## config.mk

```make
export PLATFORM = sky130hd
export DESIGN_NAME = irq_nest_ctrl
export DESIGN_NICKNAME = d
export VERILOG_FILES = /design/src/rtl/irq_nest_pkg.sv /design/src/rtl/irq_pick.sv /design/src/rtl/irq_nest_state.sv /design/src/rtl/irq_nest_ctrl.sv
export SDC_FILE = /design/constraint.sdc
export NUM_CORES = 1
export LEC_CHECK = 0
export ABC_CLOCK_PERIOD_IN_PS = 7100
export BUFFER_PORTS_ARGS = -buffer_cell sky130_fd_sc_hd__buf_2
export CAP_MARGIN = 20
export CORE_MARGIN = 8
export CORE_UTILIZATION = 40
export CTS_CLUSTER_DIAMETER = 150
export DETAILED_ROUTE_END_ITERATION = 16
export PLACE_DENSITY = 0.57
export SETUP_SLACK_MARGIN = 0.1
export SKIP_LAST_GASP = 1
export SYNTH_ARGS = -nofsm -noshare
export SYNTH_HDL_FRONTEND = slang
export SYNTH_HIERARCHICAL = 1
export SYNTH_SLANG_ARGS = --single-unit
```

## constraint.sdc

```tcl
create_clock -name clk_i -period 7.1 [get_ports clk_i]
set_input_delay 0 -clock clk_i [delete_from_list [all_inputs] [get_ports clk_i]]
set_output_delay 0 -clock clk_i [all_outputs]
set_load 0.03 [all_outputs]
```

## src/rtl/irq_nest_pkg.sv

```systemverilog
package irq_nest_pkg;
  localparam int NUM_LVL = 3;
  localparam int ACT_W   = NUM_LVL + 1;
  typedef enum logic [1:0] {
    LVL_NONE = 2'd0,
    LVL_LOW  = 2'd1,
    LVL_MED  = 2'd2,
    LVL_HIGH = 2'd3
  } lvl_e;
endpackage

```

## src/rtl/irq_pick.sv

```systemverilog
module irq_pick #(
  parameter int N  = 8,
  parameter int IW = (N > 1) ? $clog2(N) : 1
) (
  input  logic [N-1:0]  mask_i,
  input  logic [IW-1:0] start_i,
  output logic          hit_o,
  output logic [IW-1:0] idx_o
);
  // first set bit at or after start_i, wrapping
  always_comb begin
    hit_o = 1'b0;
    idx_o = '0;
    for (int k = 0; k < N; k++) begin
      int j;
      j = int'(start_i) + k;
      if (j >= N) j = j - N;
      if (!hit_o && mask_i[j]) begin
        hit_o = 1'b1;
        idx_o = IW'(j);
      end
    end
  end
endmodule

```

## src/rtl/irq_nest_state.sv

```systemverilog
module irq_nest_state #(
  parameter int LW = 4
) (
  input  logic          clk_i,
  input  logic          rst_ni,
  input  logic [LW-1:0] set_i,
  input  logic          reti_i,
  output logic [LW-1:0] active_o
);
  logic [LW-1:0] clr;

  always_comb begin
    clr = '0;
    for (int k = 0; k < LW; k++)
      if (active_o[k]) clr = LW'(1) << k;
  end

  always_ff @(posedge clk_i or negedge rst_ni) begin
    if (!rst_ni) active_o <= '0;
    else         active_o <= (active_o & ~(reti_i ? clr : '0)) | set_i;
  end


  ack_sets_bit_chk: assert property (@(posedge clk_i) disable iff (!rst_ni)
    (set_i != '0) |=> ((active_o & $past(set_i)) == $past(set_i)));


  reti_clears_one_chk: assert property (@(posedge clk_i) disable iff (!rst_ni)
    (reti_i && set_i == '0 && active_o != '0) |=>
      ($countones(active_o) == $countones($past(active_o)) - 1));


  reti_keeps_lower_chk: assert property (@(posedge clk_i) disable iff (!rst_ni)
    (reti_i && set_i == '0) |=> ((active_o & ~$past(active_o)) == '0));
endmodule

```

## src/rtl/irq_nest_ctrl.sv

```systemverilog
module irq_nest_ctrl
  import irq_nest_pkg::*;
#(
  parameter int N_SRC = 8,
  localparam int IW   = (N_SRC > 1) ? $clog2(N_SRC) : 1,
  localparam int VW   = $clog2(N_SRC + 1)
) (
  input  logic               clk_i,
  input  logic               rst_ni,
  input  logic [N_SRC-1:0]   req_i,
  input  logic [2*N_SRC-1:0] lvl_i,
  input  logic [NUM_LVL-1:0] lvl_en_i,
  input  logic               gie_i,
  input  logic               rr_en_i,
  input  logic               nmi_i,
  input  logic               ack_i,
  input  logic               reti_i,
  output logic               irq_valid_o,
  output logic [VW-1:0]      irq_vec_o,
  output logic [ACT_W-1:0]   active_o
);
  localparam logic [VW-1:0] NMI_VEC = VW'(N_SRC);
  localparam logic [IW-1:0] LAST_IX = IW'(N_SRC - 1);

  logic [2:0]         top_lvl;
  logic [N_SRC-1:0]   lvl_mask [NUM_LVL];
  logic [IW-1:0]      lvl_start[NUM_LVL];
  logic [NUM_LVL-1:0] lvl_hit;
  logic [IW-1:0]      lvl_idx  [NUM_LVL];
  logic [IW-1:0]      last_low;
  logic [IW-1:0]      rr_start;
  logic               nmi_ok;
  logic [ACT_W-1:0]   win_set;
  logic [ACT_W-1:0]   take_set;

  always_comb begin
    top_lvl = 3'd0;
    for (int k = 0; k < ACT_W; k++)
      if (active_o[k]) top_lvl = 3'(k + 1);
  end

  assign rr_start = (last_low == LAST_IX) ? '0 : last_low + IW'(1);

  for (genvar gl = 0; gl < NUM_LVL; gl++) begin : g_lvl
    for (genvar gs = 0; gs < N_SRC; gs++) begin : g_src
      assign lvl_mask[gl][gs] = req_i[gs] && gie_i && lvl_en_i[gl]
                             && (lvl_i[2*gs +: 2] == 2'(gl + 1))
                             && (top_lvl < 3'(gl + 1));
    end
    if (gl == 0) begin : g_rr
      assign lvl_start[gl] = rr_en_i ? rr_start : '0;
    end else begin : g_fix
      assign lvl_start[gl] = '0;
    end
    irq_pick #(.N(N_SRC), .IW(IW)) u_pick (
      .mask_i (lvl_mask[gl]),
      .start_i(lvl_start[gl]),
      .hit_o  (lvl_hit[gl]),
      .idx_o  (lvl_idx[gl])
    );
  end

  assign nmi_ok = nmi_i && !active_o[ACT_W-1];

  always_comb begin
    win_set   = '0;
    irq_vec_o = '0;
    if (nmi_ok) begin
      win_set   = ACT_W'(1) << (ACT_W - 1);
      irq_vec_o = NMI_VEC;
    end else begin
      for (int k = 0; k < NUM_LVL; k++)
        if (lvl_hit[k]) begin
          win_set   = ACT_W'(1) << k;
          irq_vec_o = VW'(lvl_idx[k]);
        end
    end
  end

  assign irq_valid_o = win_set != '0;
  assign take_set    = (ack_i && irq_valid_o) ? win_set : '0;

  always_ff @(posedge clk_i or negedge rst_ni) begin
    if (!rst_ni)                          last_low <= LAST_IX;
    else if (rr_en_i && take_set[0])      last_low <= lvl_idx[0];
  end

  irq_nest_state #(.LW(ACT_W)) u_state (
    .clk_i   (clk_i),
    .rst_ni  (rst_ni),
    .set_i   (take_set),
    .reti_i  (reti_i),
    .active_o(active_o)
  );


  gie_mask_chk: assert property (@(posedge clk_i) disable iff (!rst_ni)
    (!gie_i && !nmi_i) |-> !irq_valid_o);


  nmi_first_chk: assert property (@(posedge clk_i) disable iff (!rst_ni)
    (nmi_i && !active_o[ACT_W-1]) |-> (irq_valid_o && irq_vec_o == NMI_VEC));


  preempt_only_chk: assert property (@(posedge clk_i) disable iff (!rst_ni)
    irq_valid_o |-> (win_set > active_o));


  rr_record_chk: assert property (@(posedge clk_i) disable iff (!rst_ni)
    (rr_en_i && take_set[0]) |=> (last_low == $past(irq_vec_o[IW-1:0])));
endmodule

```

* Word level (Yosys, flattened, before mapping)
Index checks and enable logic that the tools add are counted.
** Cells by class
- $mul :: 0
- Order comparisons :: 19
- Bitwise operators :: 3
- Reductions and logical operators :: 127
- Shifts and indexed selects :: 0
- Add/subtract/negate cells :: 16
- Divide/modulo/power cells :: 0
- Equal/unequal tests :: 25
- Muxes and demuxes :: 98
** Operators with widths (number)
- less-than comparator 32 x 5 -> 1 bit (second input constant) :: 8
- 2-to-1 mux 32 bit :: 8
- >= comparator 32 x 5 -> 1 bit (second input constant) :: 7
- subtractor 32 x 5 -> 32 bit (second input constant) :: 7
- logical AND 1 bit :: 104
- 2-to-1 mux 3 bit :: 21
- 2-to-1 mux 1 bit :: 45
- 2-to-1 mux 4 bit :: 11
- equality test 2 bit (second input constant) :: 16
- binary-select mux 1 bit (select 3 bit) :: 8
- logical NOT 1 bit :: 22
- adder 3 x 3 -> 4 bit (second input constant) :: 4
- equality test 2 x 1 -> 1 bit (second input constant) :: 8
- 2-to-1 mux 2 bit :: 5
- adder 3 x 2 -> 4 bit (second input constant) :: 2
- less-than comparator 3 x 2 -> 1 bit (second input constant) :: 2
- subtractor 3 x 4 -> 5 bit (second input constant) :: 1
- adder 3 x 1 -> 4 bit (second input constant) :: 1
- bitwise AND 4 bit :: 1
- >= comparator 3 x 4 -> 1 bit (second input constant) :: 1
- inverter 4 bit :: 1
- bitwise OR 4 bit :: 1
- nonzero test 4 bit :: 1
- adder 3 x 1 -> 3 bit (second input constant) :: 1
- other kinds (2) :: 2
** Word-level totals
- Word-level logic and storage cells :: 290
- Bits in latches :: 0
- Bits in registers :: 7
- RAM bits :: 0
- Bits in read-only memories :: 0
- Memories :: 0
- Bits of input ports :: 34
- Output and inout port bits :: 9

* Longest topological paths before layout
Gate-level depths: netlist (run 1).
- Depth after elaboration :: 39
- Gate-level depth with buffers :: 15
- Gate-level depth less buffers :: 13

* Hierarchy
The synthesis (run 1) kept the hierarchy.
** Modules (own cells, without submodules)
- irq_pick :: area each 980.9 µm², cells each 105, seq. area each 0.0 µm², times used 3
- irq_nest_ctrl :: area each 600.6 µm², cells each 79, seq. area each 78.8 µm², times used 1
- irq_nest_state :: area each 160.2 µm², cells each 12, seq. area each 100.1 µm², times used 1

* Least setup slack after synthesis (run 1)
Ideal clock, no wire load.
- Path type :: flip-flop to output port
- Start :: reg last_low[0]
- End :: out irq_vec_o[2]
- Cell stages (with the launch flop) :: 16
- Data required time :: 7100 ps
- Path buffers :: 2
- Slack :: 2299 ps
- Data arrival time :: 4801 ps
- Path through :: dfstp_2 ha_1 ha_1 nor3b_1 buf_2 inv_2 ha_1 clkbuf_1 mux4_2 and2_4 or4_4 a211oi_4 a311oi_1 a21boi_1 a221oi_1 nor3_1
** RTL lines
- start: declaration :: RTL line irq_nest_ctrl.sv:30 : logic [IW-1:0] last_low;
- start signal: assignment :: RTL line irq_nest_ctrl.sv:85 : else if (rr_en_i && take_set[0]) last_low <= lvl_idx[0];
- end: declaration :: RTL line irq_nest_ctrl.sv:19 : output logic [VW-1:0] irq_vec_o,

==> results.py, run 1 <==
metrics = {
    "grt": {
        "grt_overflow_total": 0,
        "grt_antenna_before_repair": 0,
        "grt_pass1_wl_um": 17900,
        "grt_use_total_pct": 16.6,
        "grt_max_degree": 22,
        "grt_pass1_vias": 3445,
    },
    "setup_path": {
        "path_delay_family": "simple AND/OR/NAND/NOR gates",
        "crit_fanout": 16,
        "cp.arrival_ns": 4.80,
        "crit_chain": "ha_1, and2_1, inv_1, ha_1, mux4_2, and2_4, or4_4, a211oi_4, nand4b_1, nor2b_1, a221oi_1, nor3_1, buf_2",
        "crit_required_ns": 7.10,
        "path_common_cell": "ha_1",
        "endpoint_kind": "primary output",
        "reg2reg_depth": 12,
        "setup.worst_path.class": "reg2out",
        "max_stage_delay_ns": 0.63,
        "rr_endpoint": "last_low[1]",
        "crit_slowest_cell": "and2_1",
        "reg2reg_from": "last_low[0]",
        "cp_num_buf_inv": 2,
        "crit_path_start_kind": "flip-flop",
        "r2r_setup_slack_ns": 2.51,
    },
    "run": {
        "cap_violations": 0,
    },
    "power": {
        "p_total_mw": 0.355,
        "ir_drop_v": 0.0000394,
        "p_leak_nw": 1.80,
        "power_density_nw_per_um2": 86.6,
    },
    "timing": {
        "relSlewSlack_pct": 32.6,
        "tightest_slew_ns": 1.01,
        "setup_violations": 0,
        "slew_violations": 0,
        "rsz0062_at_grt": "false",
        "fin_setup_tns_ns": 0,
        "finalCritPeriodShare_pct": 67.6,
        "setup_ws_ns": 2.30,
        "fmax_mhz": 208,
        "period_needed_ns": 4.80,
        "hold_viol_final": 0,
        "skew_ns": 0.000718,
    },
    "floorplan": {
        "die_h_um": 112,
        "io_pins": 43,
        "start_util_pct": 40.7,
        "core_area_um2": 9110,
        "row_count": 35,
        "die-width_um": 112,
        "dieArea_um2": 12600,
    },
    "detailed_routing": {
        "wl_um": 10500,
        "drc_errors": 0,
        "vias_per_cell": 6.33,
        "initialDrtViolationCount": 226,
        "routedWlPerCell_um": 18.7,
        "dr_total_vias": 3543,
        "drtPass1Iterations": 5,
        "antenna_left": 0,
    },
    "placed_design": {
        "dp_slack_ns": 2.47,
        "io_buffers": 42,
        "dpl_cell_area_um2": 4030,
        "dp_hpwl_um": 8280,
        "gp_congestion": 0.869,
        "place_inst": 554,
    },
    "cells_and_area": {
        "n_antenna_cell": 0,
        "syn2layout_area_growth_pct": 10.5,
        "drive_gt1_share_pct": 29.4,
        "final_cell_area_um2": 4090,
        "instances_no_fill": 560,
        "layout.nets": 492,
    },
    "worst_hold_path": {
        "min_to": "u_state/active_o[3]",
        "min_from": "reti_i",
        "hold_depth": 3,
        "worstHoldPathType": "in2reg",
    },
    "logic_synthesis": {
        "syn_inst": 406,
        "syn_area_per_cell_um2": 9.12,
        "synth.distinct_cells": 57,
        "syn_area_um2": 3700,
        "yosysWarnings": 6,
        "synth_edf_count": 0,
        "ys_ff_latch": 7,
        "synth_seq_area_share_pct": 4.83,
        "async_flop_share_pct": 100,
        "synthFlopType": "dfrtp_1",
    },
    "clock_tree": {
        "cts_buffers": 3,
        "clk_latency_ns": 0.23,
        "clockBufferDepth": 2,
        "clk_pin_slew_ns": 0.04,
        "htree_levels": 1,
        "root_buffer": "clkbuf_8",
        "cts_sinks": 7,
        "cts_tree": "built",
    },
    "status": {
        "status": "completed",
    },
}
-- where the power goes --
part,leakage [nW],internal (mW),switching (mW),total [mW]
logic,1.70,0.101,0.142,0.243
clock network,0.0228,0.0388,0.0173,0.0561
registers,0.0832,0.0480,0.00766,0.0557
total,1.80,0.187,0.167,0.355
-- routing by layer --
metal | part of all wire (%) | wire, µm | up-vias | global-route usage, %
met5 | 0 | 0 | - | 0
met4 | 1.1 | 116 | 0 | 2.79
met3 | 4.5 | 473 | 8 | 1.77
met2 | 47 | 4890 | 105 | 26.4
met1 | 48 | 5000 | 1736 | 24.0
li1 | - | - | 1694 | -
-- layout by cell type, fill, tap and decap left out, types with 7 or more instances in the layout --
master     n
buf_2     42
nand4b_1  10
nand3b_1   7
nand2_1    8
nor3b_1   15
nor2_1    22
a21o_1    15
conb_1    20
mux2_1    12
inv_1     21
nand3_1   10
o21ai_0    9
mux2_2    15
mux4_2    45
ha_1       8
mux2i_1   15
nand2b_1  11
and3_1    18
a21oi_1   30
-- state kept, by name, summed over array words and instances, names as in the netlist --
signal            cells
last_low              3
u_state/active_o      4
-- worst max path at each step --
| stage | start | to | slack [ns] | depth (start not counted) |
|---|---|---|---|---|
| 3_3_place_gp | last_low[0] | last_low[2] | 2.62 | 12 |
| 4_1_cts | last_low[0] | irq_vec_o[0] | 2.24 | 13 |
| 6_report | last_low[0] | irq_vec_o[0] | 2.30 | 13 |
| 3_5_place_dp | last_low[0] | last_low[2] | 2.47 | 12 |
| 2_1_floorplan | last_low[0] | irq_vec_o[2] | 2.30 | 15 |
| 5_1_grt | last_low[0] | irq_vec_o[2] | 1.88 | 13 |
-- metrics by stage --
| step | utilization, % | hold WS, ns |
|---|---|---|
| global placement | 44.3 | -0.155 |
| global route | 44.9 | 0.0783 |
| finish | 44.9 | 0.0755 |
| CTS | 44.9 | 0.0701 |
| detailed placement | 44.3 | -0.154 |
| floorplan | - | -0.296 |
-- synthesized netlist by cell type, types with 7 or more instances --
| cell type | number | area share (%) |
|---|---|---|
| a21o_1 | 15 | 3.0 |
| a21oi_1 | 30 | 4.1 |
| and3_1 | 18 | 3.0 |
| clkbuf_1 | 15 | 1.5 |
| ha_1 | 8 | 2.7 |
| inv_1 | 21 | 2.1 |
| mux2_1 | 12 | 3.6 |
| mux2_2 | 15 | 4.6 |
| mux2i_1 | 15 | 4.1 |
| mux4_2 | 45 | 27 |
| nand2_1 | 8 | 0.81 |
| nand2b_1 | 11 | 1.9 |
| nand3_1 | 10 | 1.4 |
| nand3b_1 | 7 | 1.4 |
| nand4b_1 | 10 | 2.4 |
| nor2_1 | 22 | 2.2 |
| nor3b_1 | 16 | 3.2 |
| o21ai_0 | 9 | 1.2 |
-- cells by family (layout without fill, tap and decap cells) --
family	Yosys count	in the layout	share of synthesized area [%]
multiplexers	90	90	41.8
XOR/XNOR	6	6	1.42
adder cells (fa/ha/maj)	8	8	2.70
AND/OR/NAND/NOR	134	134	22.9
buffers and inverters	51	75	5.61
AO/OA/AOI/OAI	109	109	20.7
flip-flops	7	7	4.83
other	1	20	0.101
-- layout make-up --
cell class	count	area (µm²)
repair buffers	47	248
inverters	24	90.1
clock buffers	4	45.0
well taps	111	139
multi-input cells	367	3390
flip-flops and latches	7	179
fillers	895	5010
-- tightest hold or removal path, stage by stage --
cell,delay [ns]
buf_2,0.12
inv_1,0.05
a21o_1,0.10
-- timing repair --
| item | 4_1_cts | 5_1_grt |
|---|---|---|
| setup buffers | 0 | 0 |
| hold buffers | 1 | 0 |
| gates resized for setup | 0 | 0 |
| hold endpoints to repair | 7 | 0 |
(Power assumes the default switching activity.)
==> inputs of run 2 (changes only) <==
--- a/config.mk
+++ b/config.mk
@@ -5,7 +5,7 @@
 export SDC_FILE = /design/constraint.sdc
 export NUM_CORES = 1
 export LEC_CHECK = 0
-export ABC_CLOCK_PERIOD_IN_PS = 7100
+export ABC_CLOCK_PERIOD_IN_PS = 4500
 export BUFFER_PORTS_ARGS = -buffer_cell sky130_fd_sc_hd__buf_2
 export CAP_MARGIN = 20
 export CORE_MARGIN = 8
==> constraint.sdc (replaced) <==
create_clock -name clk_i -period 4.5 [get_ports clk_i]
set_input_delay 0 -clock clk_i [delete_from_list [all_inputs] [get_ports clk_i]]
set_output_delay 0 -clock clk_i [all_outputs]
set_load 0.03 [all_outputs]
==> results.py, run 2 (synthesis gave the netlist of run 1 again) <==
metrics = {
    "placed_design": {
        "dpl_cell_area_um2": 4150,
        "place_inst": 568,
        "gp_congestion": 0.885,
        "dp_slack_ns": 0.356,
        "io_buffers": 42,
        "dp_hpwl_um": 8970,
    },
    "timing": {
        "relSlewSlack_pct": 33.7,
        "tightest_slew_ns": 0.993,
        "rsz0062_at_grt": "false",
        "fmax_mhz": 241,
        "skew_ns": 0.00532,
        "period_needed_ns": 4.15,
        "fin_setup_tns_ns": 0,
        "finalCritPeriodShare_pct": 92.3,
        "setup_ws_ns": 0.346,
        "slew_violations": 0,
        "setup_violations": 0,
        "hold_viol_final": 0,
        "fin_hold_ws_ns": 0.0838,
    },
    "power": {
        "power_density_nw_per_um2": 139,
        "seq_power_share_pct": 14.8,
        "internal-power_mw": 0.312,
        "clkPwrFrac_pct": 15.0,
        "combPwrFrac_pct": 70.1,
        "swShare_pct": 46.9,
        "p_sw_mw": 0.275,
        "ir_drop_v": 0.000269,
        "p_total_mw": 0.587,
        "p_leak_nw": 1.88,
    },
    "clock_tree": {
        "clk_latency_ns": 0.23,
        "cts_tree": "built",
        "root_buffer": "clkbuf_8",
        "cts_sinks": 7,
        "clockBufferDepth": 2,
        "clk_pin_slew_ns": 0.04,
        "cts_buffers": 3,
        "htree_levels": 1,
    },
    "setup_path": {
        "reg2reg_from": "last_low[0]",
        "crit_required_ns": 4.50,
        "crit_path_start_kind": "flip-flop",
        "endpoint_kind": "primary output",
        "reg2reg_depth": 12,
        "crit_fanout": 13,
        "cp.arrival_ns": 4.15,
        "worstSetupStartpoint": "last_low[0]",
        "setup.worst_path.class": "reg2out",
        "r2r_setup_slack_ns": 0.47,
        "rr_endpoint": "last_low[2]",
    },
    "status": {
        "status": "completed",
    },
    "grt": {
        "grt_pass1_wl_um": 18500,
        "grt_max_degree": 20,
        "grt_pass1_vias": 3601,
        "grt_use_total_pct": 17.4,
        "grt_overflow_total": 0,
        "grt_antenna_before_repair": 0,
    },
    "cells_and_area": {
        "syn2layout_area_growth_pct": 14.1,
        "final_common_cell": "mux4_2",
        "post-route-util_pct": 46.4,
        "n_antenna_cell": 0,
        "layout.nets": 507,
        "largest_reg_flops": 4,
        "top_register": "u_state/active_o",
        "final_cell_mix": "45 x mux4_2, 42 x buf_2, 30 x a21oi_1, 22 x nor2_1, 21 x inv_1",
        "largestRegisters": "u_state/active_o: 4 flops, last_low: 3 flops",
        "drive_gt1_share_pct": 32.5,
        "final_cell_area_um2": 4230,
        "instances_no_fill": 575,
    },
    "detailed_routing": {
        "wl_um": 11100,
        "drc_errors": 0,
        "wl_met3_um": 614,
        "initialDrtViolationCount": 257,
        "routedWlPerCell_um": 19.4,
        "antenna_left": 0,
        "drtPass1Iterations": 4,
        "drt-met1-wl_um": 5100,
        "vias_per_cell": 6.40,
        "wl_met2_um": 5220,
        "dr_total_vias": 3679,
        "top_layer": "met4",
    },
    "floorplan": {
        "io_pins": 43,
        "die-width_um": 112,
        "dieArea_um2": 12600,
        "start_util_pct": 40.7,
        "core_area_um2": 9110,
        "row_count": 35,
        "die_h_um": 112,
    },
    "worst_hold_path": {
        "worstHoldPathType": "in2reg",
        "min_to": "u_state/active_o[3]",
        "min_from": "reti_i",
        "hold_depth": 3,
    },
    "run": {
        "cap_violations": 0,
    },
}
-- run 2: how the worst max path moves through the flow --
stage	end	depth (start not counted)
2_1_floorplan	last_low[0]	15
3_3_place_gp	last_low[2]	10
3_5_place_dp	last_low[2]	10
4_1_cts	last_low[2]	10
5_1_grt	irq_vec_o[2]	13
6_report	irq_vec_o[0]	13
-- run 2: what timing repair did --
action / in CTS / in global routing
hold buffers: 1 / 0
endpoints found under the hold margin: 7 / 0
endpoints found under the setup margin: 0 / 6
buffers inserted: 0 / 2
gates resized for setup: 0 / 1
-- run 2: metal layers --
| layer | up-vias | track usage (%) |
|---|---|---|
| li1 | 1725 | - |
| met1 | 1818 | 24.3 |
| met2 | 120 | 27.7 |
| met3 | 16 | 2.36 |
| met4 | 0 | 3.60 |
| met5 | - | 0 |
-- run 2: cell type report --
| class | instances | area, µm² |
|---|---|---|
| clock buffer | 4 | 45.0 |
| fill | 904 | 4880 |
| inverter | 24 | 90.1 |
| multi-input combinational | 367 | 3410 |
| sequential | 7 | 179 |
| tap | 111 | 139 |
| timing repair buffer | 62 | 363 |
-- run 2: power by group through the flow --
| stage | logic, mW | clock network, mW | registers, mW |
|---|---|---|---|
| 3_5_place_dp | 0.393 | 0 | 0.0878 |
| 6_report | 0.412 | 0.0882 | 0.0871 |
| 5_1_grt | 0.446 | 0.0944 | 0.0889 |
| 4_1_cts | 0.395 | 0.0894 | 0.0872 |
| 3_3_place_gp | 0.390 | 0 | 0.0872 |
| 2_1_floorplan | 0.287 | 0 | 0.0981 |
-- run 2: critical path: stages, from the launching register on --
cell	delay [ns]
dfstp_2	0.37
ha_1	0.19
ha_1	0.19
nor3b_2	0.22
buf_4	0.28
mux4_2	0.60
and2_4	0.19
or4_4	0.51
a211oi_4	0.35
a2111oi_1	0.14
a21oi_1	0.34
a221oi_1	0.15
nor3_2	0.17
buf_2	0.22
